[src/rtl/dpot_pkg.sv]
package dpot_pkg;

    typedef enum logic [1:0] {
        XS_IDLE,
        XS_OPEN,
        XS_SPENT
    } xfer_state_e;

    typedef enum logic [1:0] {
        TGT_NONE,
        TGT_STAT,
        TGT_WIPER,
        TGT_DATA
    } tgt_e;

endpackage

[src/rtl/dpot_xfer_fsm.sv]
module dpot_xfer_fsm
    import dpot_pkg::*;
#(
    parameter int AW        = 8,
    parameter int CW        = 2,
    parameter int MAX_BURST = 4
) (
    input  logic          clk,
    input  logic          rst_n,
    input  logic          start_i,
    input  logic [AW-1:0] addr_i,
    input  logic          wr_i,
    input  logic          rd_i,
    output logic          acc_o,
    output logic [AW-1:0] base_o,
    output logic [CW-1:0] ptr_o,
    output xfer_state_e   state_o
);

    localparam int CNTW = (MAX_BURST > 1) ? $clog2(MAX_BURST) : 1;

    xfer_state_e   state_q, state_d;
    logic [CNTW-1:0] cnt_q;
    logic [CW-1:0]   ptr_q;
    logic [AW-1:0]   base_q;
    logic            last_beat;

    assign last_beat = (cnt_q == CNTW'(MAX_BURST - 1));

    // state register and transaction bookkeeping
    always_ff @(posedge clk) begin
        if (!rst_n) begin
            state_q <= XS_IDLE;
            cnt_q   <= '0;
            ptr_q   <= '0;
            base_q  <= '0;
        end else begin
            state_q <= state_d;
            if (start_i) begin
                base_q <= addr_i;
                ptr_q  <= addr_i[CW-1:0];
                cnt_q  <= '0;
            end else if (acc_o) begin
                ptr_q <= ptr_q + 1'b1;
                cnt_q <= cnt_q + 1'b1;
            end
        end
    end

    // next state
    always_comb begin
        state_d = state_q;
        unique case (state_q)
            XS_IDLE:  if (start_i) state_d = XS_OPEN;
            XS_OPEN: begin
                if (start_i)                state_d = XS_OPEN;
                else if (acc_o && last_beat) state_d = XS_SPENT;
            end
            XS_SPENT: if (start_i) state_d = XS_OPEN;
            default:  state_d = XS_IDLE;
        endcase
    end

    // outputs
    always_comb begin
        acc_o = 1'b0;
        unique case (state_q)
            XS_OPEN:  acc_o = !start_i && (wr_i || rd_i);
            XS_IDLE,
            XS_SPENT: acc_o = 1'b0;
            default:  acc_o = 1'b0;
        endcase
    end

    assign base_o  = base_q;
    assign ptr_o   = ptr_q;
    assign state_o = state_q;

endmodule

[src/rtl/dpot_tgt_decode.sv]
module dpot_tgt_decode
    import dpot_pkg::*;
#(
    parameter int AW        = 8,
    parameter int NCH       = 4,
    parameter int SW        = 2,
    parameter int STAT_ADDR = 7
) (
    input  logic [AW-1:0] base_i,
    input  logic          nv_i,
    input  logic [SW-1:0] sel_i,
    output tgt_e          tgt_o,
    output logic [SW-1:0] idx_o
);

    always_comb begin
        if (base_i == AW'(STAT_ADDR))
            tgt_o = TGT_STAT;
        else if (base_i < AW'(NCH))
            tgt_o = nv_i ? TGT_DATA : TGT_WIPER;
        else
            tgt_o = TGT_NONE;
        idx_o = sel_i;
    end

endmodule

[src/rtl/dpot_reg_array.sv]
module dpot_reg_array
    import dpot_pkg::*;
#(
    parameter int NCH = 4,
    parameter int DW  = 8,
    parameter int DRN = 4,
    parameter int CW  = 2,
    parameter int SW  = 2
) (
    input  logic              clk,
    input  logic              rst_n,
    input  logic              we_i,
    input  logic              re_i,
    input  tgt_e              tgt_i,
    input  logic [CW-1:0]     ch_i,
    input  logic [SW-1:0]     idx_i,
    input  logic [DW-1:0]     wdata_i,
    output logic [NCH*DW-1:0] wiper_o,
    output logic [DW-1:0]     rd_wiper_o,
    output logic [DW-1:0]     rd_dr_o
);

    logic [DW-1:0] wip_all [NCH];
    logic [DW-1:0] dr_all  [NCH][DRN];

    for (genvar c = 0; c < NCH; c++) begin : g_ch
        logic [DW-1:0] wip_q;
        logic [DW-1:0] dr_q [DRN];
        logic          hit;

        assign hit = (ch_i == CW'(c));

        always_ff @(posedge clk) begin
            if (!rst_n) begin
                wip_q <= '0;
                for (int k = 0; k < DRN; k++) dr_q[k] <= '0;
            end else if (hit) begin
                if (we_i && tgt_i == TGT_WIPER) begin
                    wip_q <= wdata_i;
                end else if (we_i && tgt_i == TGT_DATA) begin
                    dr_q[idx_i] <= wdata_i;
                    wip_q       <= wdata_i;
                end else if (re_i && tgt_i == TGT_DATA) begin
                    wip_q <= dr_q[idx_i];
                end
            end
        end

        assign wip_all[c] = wip_q;
        assign wiper_o[c*DW +: DW] = wip_q;
        for (genvar k = 0; k < DRN; k++) begin : g_dr
            assign dr_all[c][k] = dr_q[k];
        end
    end

    assign rd_wiper_o = wip_all[ch_i];
    assign rd_dr_o    = dr_all[ch_i][idx_i];

endmodule

[src/rtl/dpot_regbank.sv]
module dpot_regbank
    import dpot_pkg::*;
#(
    parameter int NCH       = 4,
    parameter int DW        = 8,
    parameter int DRN       = 4,
    parameter int MAX_BURST = 4,
    parameter int AW        = 8
) (
    input  logic              clk,
    input  logic              rst_n,
    input  logic              txn_start_i,
    input  logic [AW-1:0]     addr_i,
    input  logic              wr_en_i,
    input  logic [DW-1:0]     wr_data_i,
    input  logic              rd_en_i,
    output logic [DW-1:0]     rd_data_o,
    output logic [NCH*DW-1:0] wiper_o
);

    localparam int CW        = $clog2(NCH);
    localparam int SW        = $clog2(DRN);
    localparam int STW       = 1 + SW;
    localparam int STAT_ADDR = 7;

    xfer_state_e   xstate;
    logic          acc;
    logic [AW-1:0] base;
    logic [CW-1:0] ptr;
    tgt_e          tgt;
    logic [SW-1:0] dr_idx;
    logic [STW-1:0] status_q;
    logic          wr_fire, rd_fire;
    logic [DW-1:0] rd_wiper, rd_dr, rd_q;

    dpot_xfer_fsm #(.AW(AW), .CW(CW), .MAX_BURST(MAX_BURST)) fsm_i (
        .clk     (clk),
        .rst_n   (rst_n),
        .start_i (txn_start_i),
        .addr_i  (addr_i),
        .wr_i    (wr_en_i),
        .rd_i    (rd_en_i),
        .acc_o   (acc),
        .base_o  (base),
        .ptr_o   (ptr),
        .state_o (xstate)
    );

    dpot_tgt_decode #(.AW(AW), .NCH(NCH), .SW(SW), .STAT_ADDR(STAT_ADDR)) dec_i (
        .base_i (base),
        .nv_i   (status_q[0]),
        .sel_i  (status_q[STW-1:1]),
        .tgt_o  (tgt),
        .idx_o  (dr_idx)
    );

    assign wr_fire = acc && wr_en_i;
    assign rd_fire = acc && !wr_en_i && rd_en_i;

    dpot_reg_array #(.NCH(NCH), .DW(DW), .DRN(DRN), .CW(CW), .SW(SW)) regs_i (
        .clk        (clk),
        .rst_n      (rst_n),
        .we_i       (wr_fire),
        .re_i       (rd_fire),
        .tgt_i      (tgt),
        .ch_i       (ptr),
        .idx_i      (dr_idx),
        .wdata_i    (wr_data_i),
        .wiper_o    (wiper_o),
        .rd_wiper_o (rd_wiper),
        .rd_dr_o    (rd_dr)
    );

    // selector register: only the low STW bits exist
    always_ff @(posedge clk) begin
        if (!rst_n)
            status_q <= '0;
        else if (wr_fire && tgt == TGT_STAT)
            status_q <= wr_data_i[STW-1:0];
    end

    // registered read data
    always_ff @(posedge clk) begin
        if (!rst_n) begin
            rd_q <= '0;
        end else if (rd_fire) begin
            unique case (tgt)
                TGT_STAT:  rd_q <= DW'(status_q);
                TGT_WIPER: rd_q <= rd_wiper;
                TGT_DATA:  rd_q <= rd_dr;
                default:   rd_q <= '0;
            endcase
        end
    end

    assign rd_data_o = rd_q;

endmodule

[config.mk]
export PLATFORM = sky130hd
export DESIGN_NAME = dpot_regbank
export DESIGN_NICKNAME = d
export VERILOG_FILES = /design/src/rtl/dpot_pkg.sv /design/src/rtl/dpot_xfer_fsm.sv /design/src/rtl/dpot_tgt_decode.sv /design/src/rtl/dpot_reg_array.sv /design/src/rtl/dpot_regbank.sv
export SDC_FILE = /design/constraint.sdc
export NUM_CORES = 1
export LEC_CHECK = 0
export BUFFER_PORTS_ARGS = -buffer_cell sky130_fd_sc_hd__buf_2
export CAP_MARGIN = 0
export CORE_MARGIN = 2
export CORE_UTILIZATION = 50
export CTS_CLUSTER_DIAMETER = 100
export DETAILED_ROUTE_END_ITERATION = 8
export PLACE_DENSITY = 0.78
export RECOVER_POWER = 100
export SETUP_SLACK_MARGIN = 0.2
export SYNTH_ARGS = -nofsm -noshare
export SYNTH_HDL_FRONTEND = slang
export SYNTH_HIERARCHICAL = 1
export SYNTH_SLANG_ARGS = --single-unit
[constraint.sdc]
create_clock -name clk -period 2.91 [get_ports clk]
set_clock_uncertainty 0.15 [all_clocks]
set_input_delay 0.4365 -clock clk [delete_from_list [all_inputs] [get_ports clk]]
set_output_delay 0.4365 -clock clk [all_outputs]
set_load 0.02 [all_outputs]
# Word-level counts from Yosys, hierarchy flattened
# Memories as Yosys holds them, arrays and structs flattened. A register that Yosys moved wholly into a read port is not among the register bits.
# Index checks and enable logic that the tools add are counted.
[classes] n_addsub=2 mul=0 n_div=0 magnitude_cmp=3 n_eq_ne=12 n_shift=0 mux=67 bitwise_logic=3 n_reduce_logical=27
[op_table] cell="two-way mux 8 bit" count=20
[op_table] cell="binary-select mux 32 bit (select 2 bit)" count=1
[op_table] cell="two-way mux 32 bit" count=2
[op_table] cell="two-way mux 2 bit" count=19
[op_table] cell="binary-select mux 8 bit (select 2 bit)" count=2
[op_table] cell="OR reduction 8 bit" count=4
[op_table] cell="case mux 8 bit (3 select lines)" count=1
[op_table] cell="two-way mux 1 bit" count=21
[op_table] cell="equality test 2 bit (second input constant)" count=6
[op_table] cell="AND reduction 2 bit" count=5
[op_table] cell="logical AND 1 bit" count=9
[op_table] cell="equality test 8 x 3 -> 1 bit (second input constant)" count=1
[op_table] cell="less-than comparator 8 x 3 -> 1 bit (second input constant)" count=1
[op_table] cell="equality test 2 x 1 -> 1 bit (second input constant)" count=3
[op_table] cell="greater-or-equal comparator 3 bit (second input constant)" count=2
[op_table] cell="inverter 2 -> 3 bit" count=2
[op_table] cell="adder 2 x 1 -> 2 bit (second input constant)" count=2
[op_table] cell="logical NOT 2 bit" count=2
[op_table] cell="case mux 2 bit (2 select lines)" count=1
[op_table] cell="OR reduction 2 bit" count=2
[op_table] cell="!= test 3 x 2 -> 1 bit (second input constant)" count=1
[op_table] cell="nonzero test 3 bit" count=1
[op_table] cell="logical NOT 1 bit" count=2
[op_table] cell="!= test 2 x 1 -> 1 bit (second input constant)" count=1
[op_table] cell="other kinds (3)" count=3
[word_totals] regBits=57 latch_bits=0 ram_bits=128 romBits=0 inputBits=21 word_cells=128 memories=4
[memory_table] memory="regs_i.g_ch[0].dr_q" depth=4 width=8 rd=5 rd_clocked_by_memory_dff=1 wr=4 line="dpot_reg_array.sv:28" rtl="logic [DW-1:0] dr_q [DRN];"
[memory_table] memory="regs_i.g_ch[1].dr_q" depth=4 width=8 rd=5 rd_clocked_by_memory_dff=1 wr=4 line="dpot_reg_array.sv:28"
[memory_table] memory="regs_i.g_ch[2].dr_q" depth=4 width=8 rd=5 rd_clocked_by_memory_dff=1 wr=4 line="dpot_reg_array.sv:28"
[memory_table] memory="regs_i.g_ch[3].dr_q" depth=4 width=8 rd=5 rd_clocked_by_memory_dff=1 wr=4 line="dpot_reg_array.sv:28"

# Depth between registers and ports, before layout
[depth] depth_word=12 depth_mapped=10 ltp_nobuf=6

# Hierarchy
# Netlist, hierarchy kept.
[modules_own_cells] module="dpot_reg_array" n_inst=1 cells_per_inst=618 area_per_inst_um2=8526.9 seq_area_each_um2=4484.3
[modules_own_cells] module="dpot_xfer_fsm" n_inst=1 cells_per_inst=63 area_per_inst_um2=599.3 seq_area_each_um2=280.3
[modules_own_cells] module="dpot_regbank" n_inst=1 cells_per_inst=47 area_per_inst_um2=508.0 seq_area_each_um2=220.2
[modules_own_cells] module="dpot_tgt_decode" n_inst=1 cells_per_inst=7 area_per_inst_um2=60.1 seq_area_each_um2=0.0

# Least setup slack after synthesis
# No wires, ideal clock.
[synth_path] path_type="register -> register" startpoint="register fsm_i.base_q[6], in the netlist fsm_i/base_o[6]" endpoint="memory regs_i.g_ch[3].dr_q[2][0] (enable)" setup_ps=384 arrival_ps=2564 t_required_ps=2376 slack_ps=-188 path_stages_with_launch=8 synth_period_minus_slack_ps=3098 path_cell_list="dfxtp_1 or4_4 nor3_2 buf_2 and2_1 buf_2 nand4b_1 o21ai_0"
[synth_rtl] item="from (decl)" line="dpot_xfer_fsm.sv:25" rtl="logic [AW-1:0] base_q;"
[synth_rtl] item="from (signal assigned)" line="dpot_xfer_fsm.sv:40" rtl="base_q <= addr_i;"
[synth_rtl] item="to (decl)" line="dpot_reg_array.sv:28"

==> metrics.csv <==
stage;metric;value;unit
layout;drive_above_1_share;0.228;
clock_network;cts_hold_buf;0;
drt;wirelength;25.5;mm
synth;synth_most_common_cell;and2_1;
timing;fin_crit;2710;ps
setup_path;start_kind;flop;
setup_path;setup.worst_path.end_class;flop;
global_routing;antenna_found_initial;0;
floorplanning;dieWidth;143;µm
global_routing;grt_max_degree;44;
synth;synthTopCellsByCount;and2_1 (132), edfxtp_1 (128), mux4_2 (62);
timing;rsz0062_at_grt;no;
global_routing;grt_pass1_vias;6496;
floorplanning;die_area;20500;µm²
synth;yosys.area.top_type_share;0.396;
layout;synthToLayoutAreaGrowth;10.5;%
floorplanning;initial_core_util;0.513;
synth;synth.net_count;757;
layout;antenna_cells;0;
setup_path;critPathKind;flop to flop;
drt;avgRoutedWirePerCell;24.0;µm
setup_path;slowest_stage;or4_1;
setup_path;slowest_delay;630;ps
setup_path;path_max_fanout;13;
placement;globalplace.congestion;0.918;
power;peakVddDrop;253;µV
clock_network;post-cts-setup-buffers;0;
synth;synth_ff_type;edfxtp_1;
floorplanning;placementRows;50;
power;p_leak;3.63;nW
layout;nets;810;
run_status;status;complete, no violations;
clock_network;clk_path_buf_depth;2;
synth;synth_seq_cells;185;
placement;dp_hpwl;18.3;mm
timing;setup_viol;0;
drt;vias;6794;
layout;fill_cells;1562;
power;p_per_area;527;nW/µm²
floorplanning;io_pins;61;
synth;synthesis.area;9690;µm²
timing;slew_viol_final;0;
placement;place_inst;1029;
synth;synth_cell_type_count;54;
synth;yosysWarnings;6;
clock_network;clock-sinks;185;
hold_path;hold_path.class;input pin to flop;
drt;ant_nets;0;
synth;synth-edff-count;128;
clock_network;post_cts_resized;1;
clock_network;cts_tree;yes;
drt;drt_iter0_drc;720;
synth;synth_area_per_cell;13.2;µm²
drt;drtPass1Iterations;5;
timing;timing.fmax;0.369;GHz
timing;tightest_slew;1460;ps
timing;relSlewSlack;0.0243;
setup_path;critPathArrivalTime;2670;ps
timing;hold_viol_final;0;
clock_network;cts_root_buf;clkbuf_16;
clock_network;clock_latency;440;ps
floorplanning;core;18900;µm²
setup_path;required;2870;ps
synth;synth-async-reset-ratio;0;
synth;seq_area_frac_synth;0.514;
synth;synthTopCellsByArea;edfxtp_1 (40%), mux4_2 (14%), dfxtp_1 (12%);
global_routing;grt_pass1_wl;39.0;mm
floorplanning;chipHeight;143;µm
setup_path;worst-r2r-cell-count;7;
clock_network;htreeDepth;4;
global_routing;gr-total-overflow;0;
setup_path;cp_common_cell;clkbuf_2;
timing;period_share;0.930;
synth;yosysTopAreaCell;edfxtp_1;
layout;fin_cells;1061;
flow_run;maxCapViolCount;0;
timing;finalSetupTns;0;ps
hold_path;holdPathStages;3;
drt;via_per_inst;6.40;
global_routing;track_usage;0.258;
clock_network;clk_pin_slew;60;ps
clock_network;numCtsBuffers;17;
drt;post-route-drc-count;0;
synth;netlist_instances;735;
setup_path;path_cells;or4_1, a211oi_4, buf_12, nand4_1, clkbuf_2, o21ai_2, clkbuf_2;
placement;port_buffers;60;
## critical path, delay by kind of cell, from the launching register on
kind                   cells  cell delay, ps
AND/OR/NAND/NOR            2             790
buffers and inverters      3             700
AO/OA/AOI/OAI              2             440
flip-flops                 1             310
## cell usage in the layout (no fill, tap or decap), drive strengths merged, types with 3 or more instances in the layout
cell type / Yosys / layout
or2: 3 / 3
a21oi: 7 / 7
mux4: 62 / 62
o21ai: 17 / 17
nand2b: 13 / 13
nor2b: 18 / 18
nand3: 12 / 12
inv: 4 / 7
buf: 41 / 42
clkbuf: 20 / 77
edfxtp: 128 / 128
and2: 132 / 132
o2bb2ai: 5 / 5
nand2: 50 / 50
or2b: 3 / 3
o22ai: 6 / 6
a22oi: 10 / 10
and3: 4 / 4
mux2: 17 / 17
a31oi: 34 / 34
nor2: 8 / 8
a311oi: 32 / 32
nor3: 14 / 14
mux2i: 19 / 19
dfxtp: 57 / 57
clkinv: 0 / 4
## final cells by class
cell class                      instances  area, µm²  share of cell area
Clock buffer                           24        515              0.0481
Clock inverter                          8       67.6             0.00631
Inverter                                4       15.0             0.00140
Multi-Input combinational cell        485       4290               0.401
Sequential cell                       185       4990               0.466
Tap cell                              260        325              0.0304
Timing Repair Buffer                   95        505              0.0472
## metal layers
layer,up-vias,global-route usage,routed length (µm)
met1,3404,0.352,10200
li1,2930,-,-
met3,55,0.0446,2250
met5,-,0,0
met4,0,0.132,1140
met2,405,0.401,11900
## report_power, final
part	total (W)	internal, W	switching, W
Sequential	0.00294	0.00288	0.0000666
Clock	0.00228	0.00132	0.000957
Combinational	0.000421	0.000154	0.000267
Total	0.00564	0.00435	0.00129
## cells by family after synthesis
group | share of synthesized area
compound gates | 0.0870
fa+ha+maj | 0.00129
buf+inv | 0.0385
flops | 0.514
mux | 0.183
simple gates | 0.176
## path summary, 6_finish.rpt
check	start	end	slack, ps
worst max-delay path	fsm_i/base_o[6]	regs_i/g_ch[0].dr_q[3][5]	200
worst min-delay path	addr_i[2]	fsm_i/base_o[2]	110
worst max register to register	fsm_i/base_o[6]	regs_i/g_ch[0].dr_q[3][5]	200
worst min register to register	rd_data_o[7]	rd_data_o[7]	320
## registers in the layout, indices dropped and copies added, names as in the netlist
name / cells
fsm_i/base_o: 8
fsm_i/cnt_q: 2
fsm_i/ptr_o: 2
fsm_i/state_o: 2
rd_data_o: 8
regs_i/g_ch.dr_q: 128
regs_i/g_ch.wip_q: 32
status_q: 3
## metrics by stage
stage               worst slack [ps]  cell area [µm²]  hold WS (ps)   util  total power (W)
CTS                              202            10900          98.6  0.577          0.00566
finish                           204            10700           108  0.567          0.00564
global placement                 232            10300           294  0.545          0.00341
global route                     112            10700           125  0.567          0.00579
detailed placement               178            10300           301  0.545          0.00342
floorplan                        195             9730           306      -          0.00326
(Power assumes the default switching activity.)
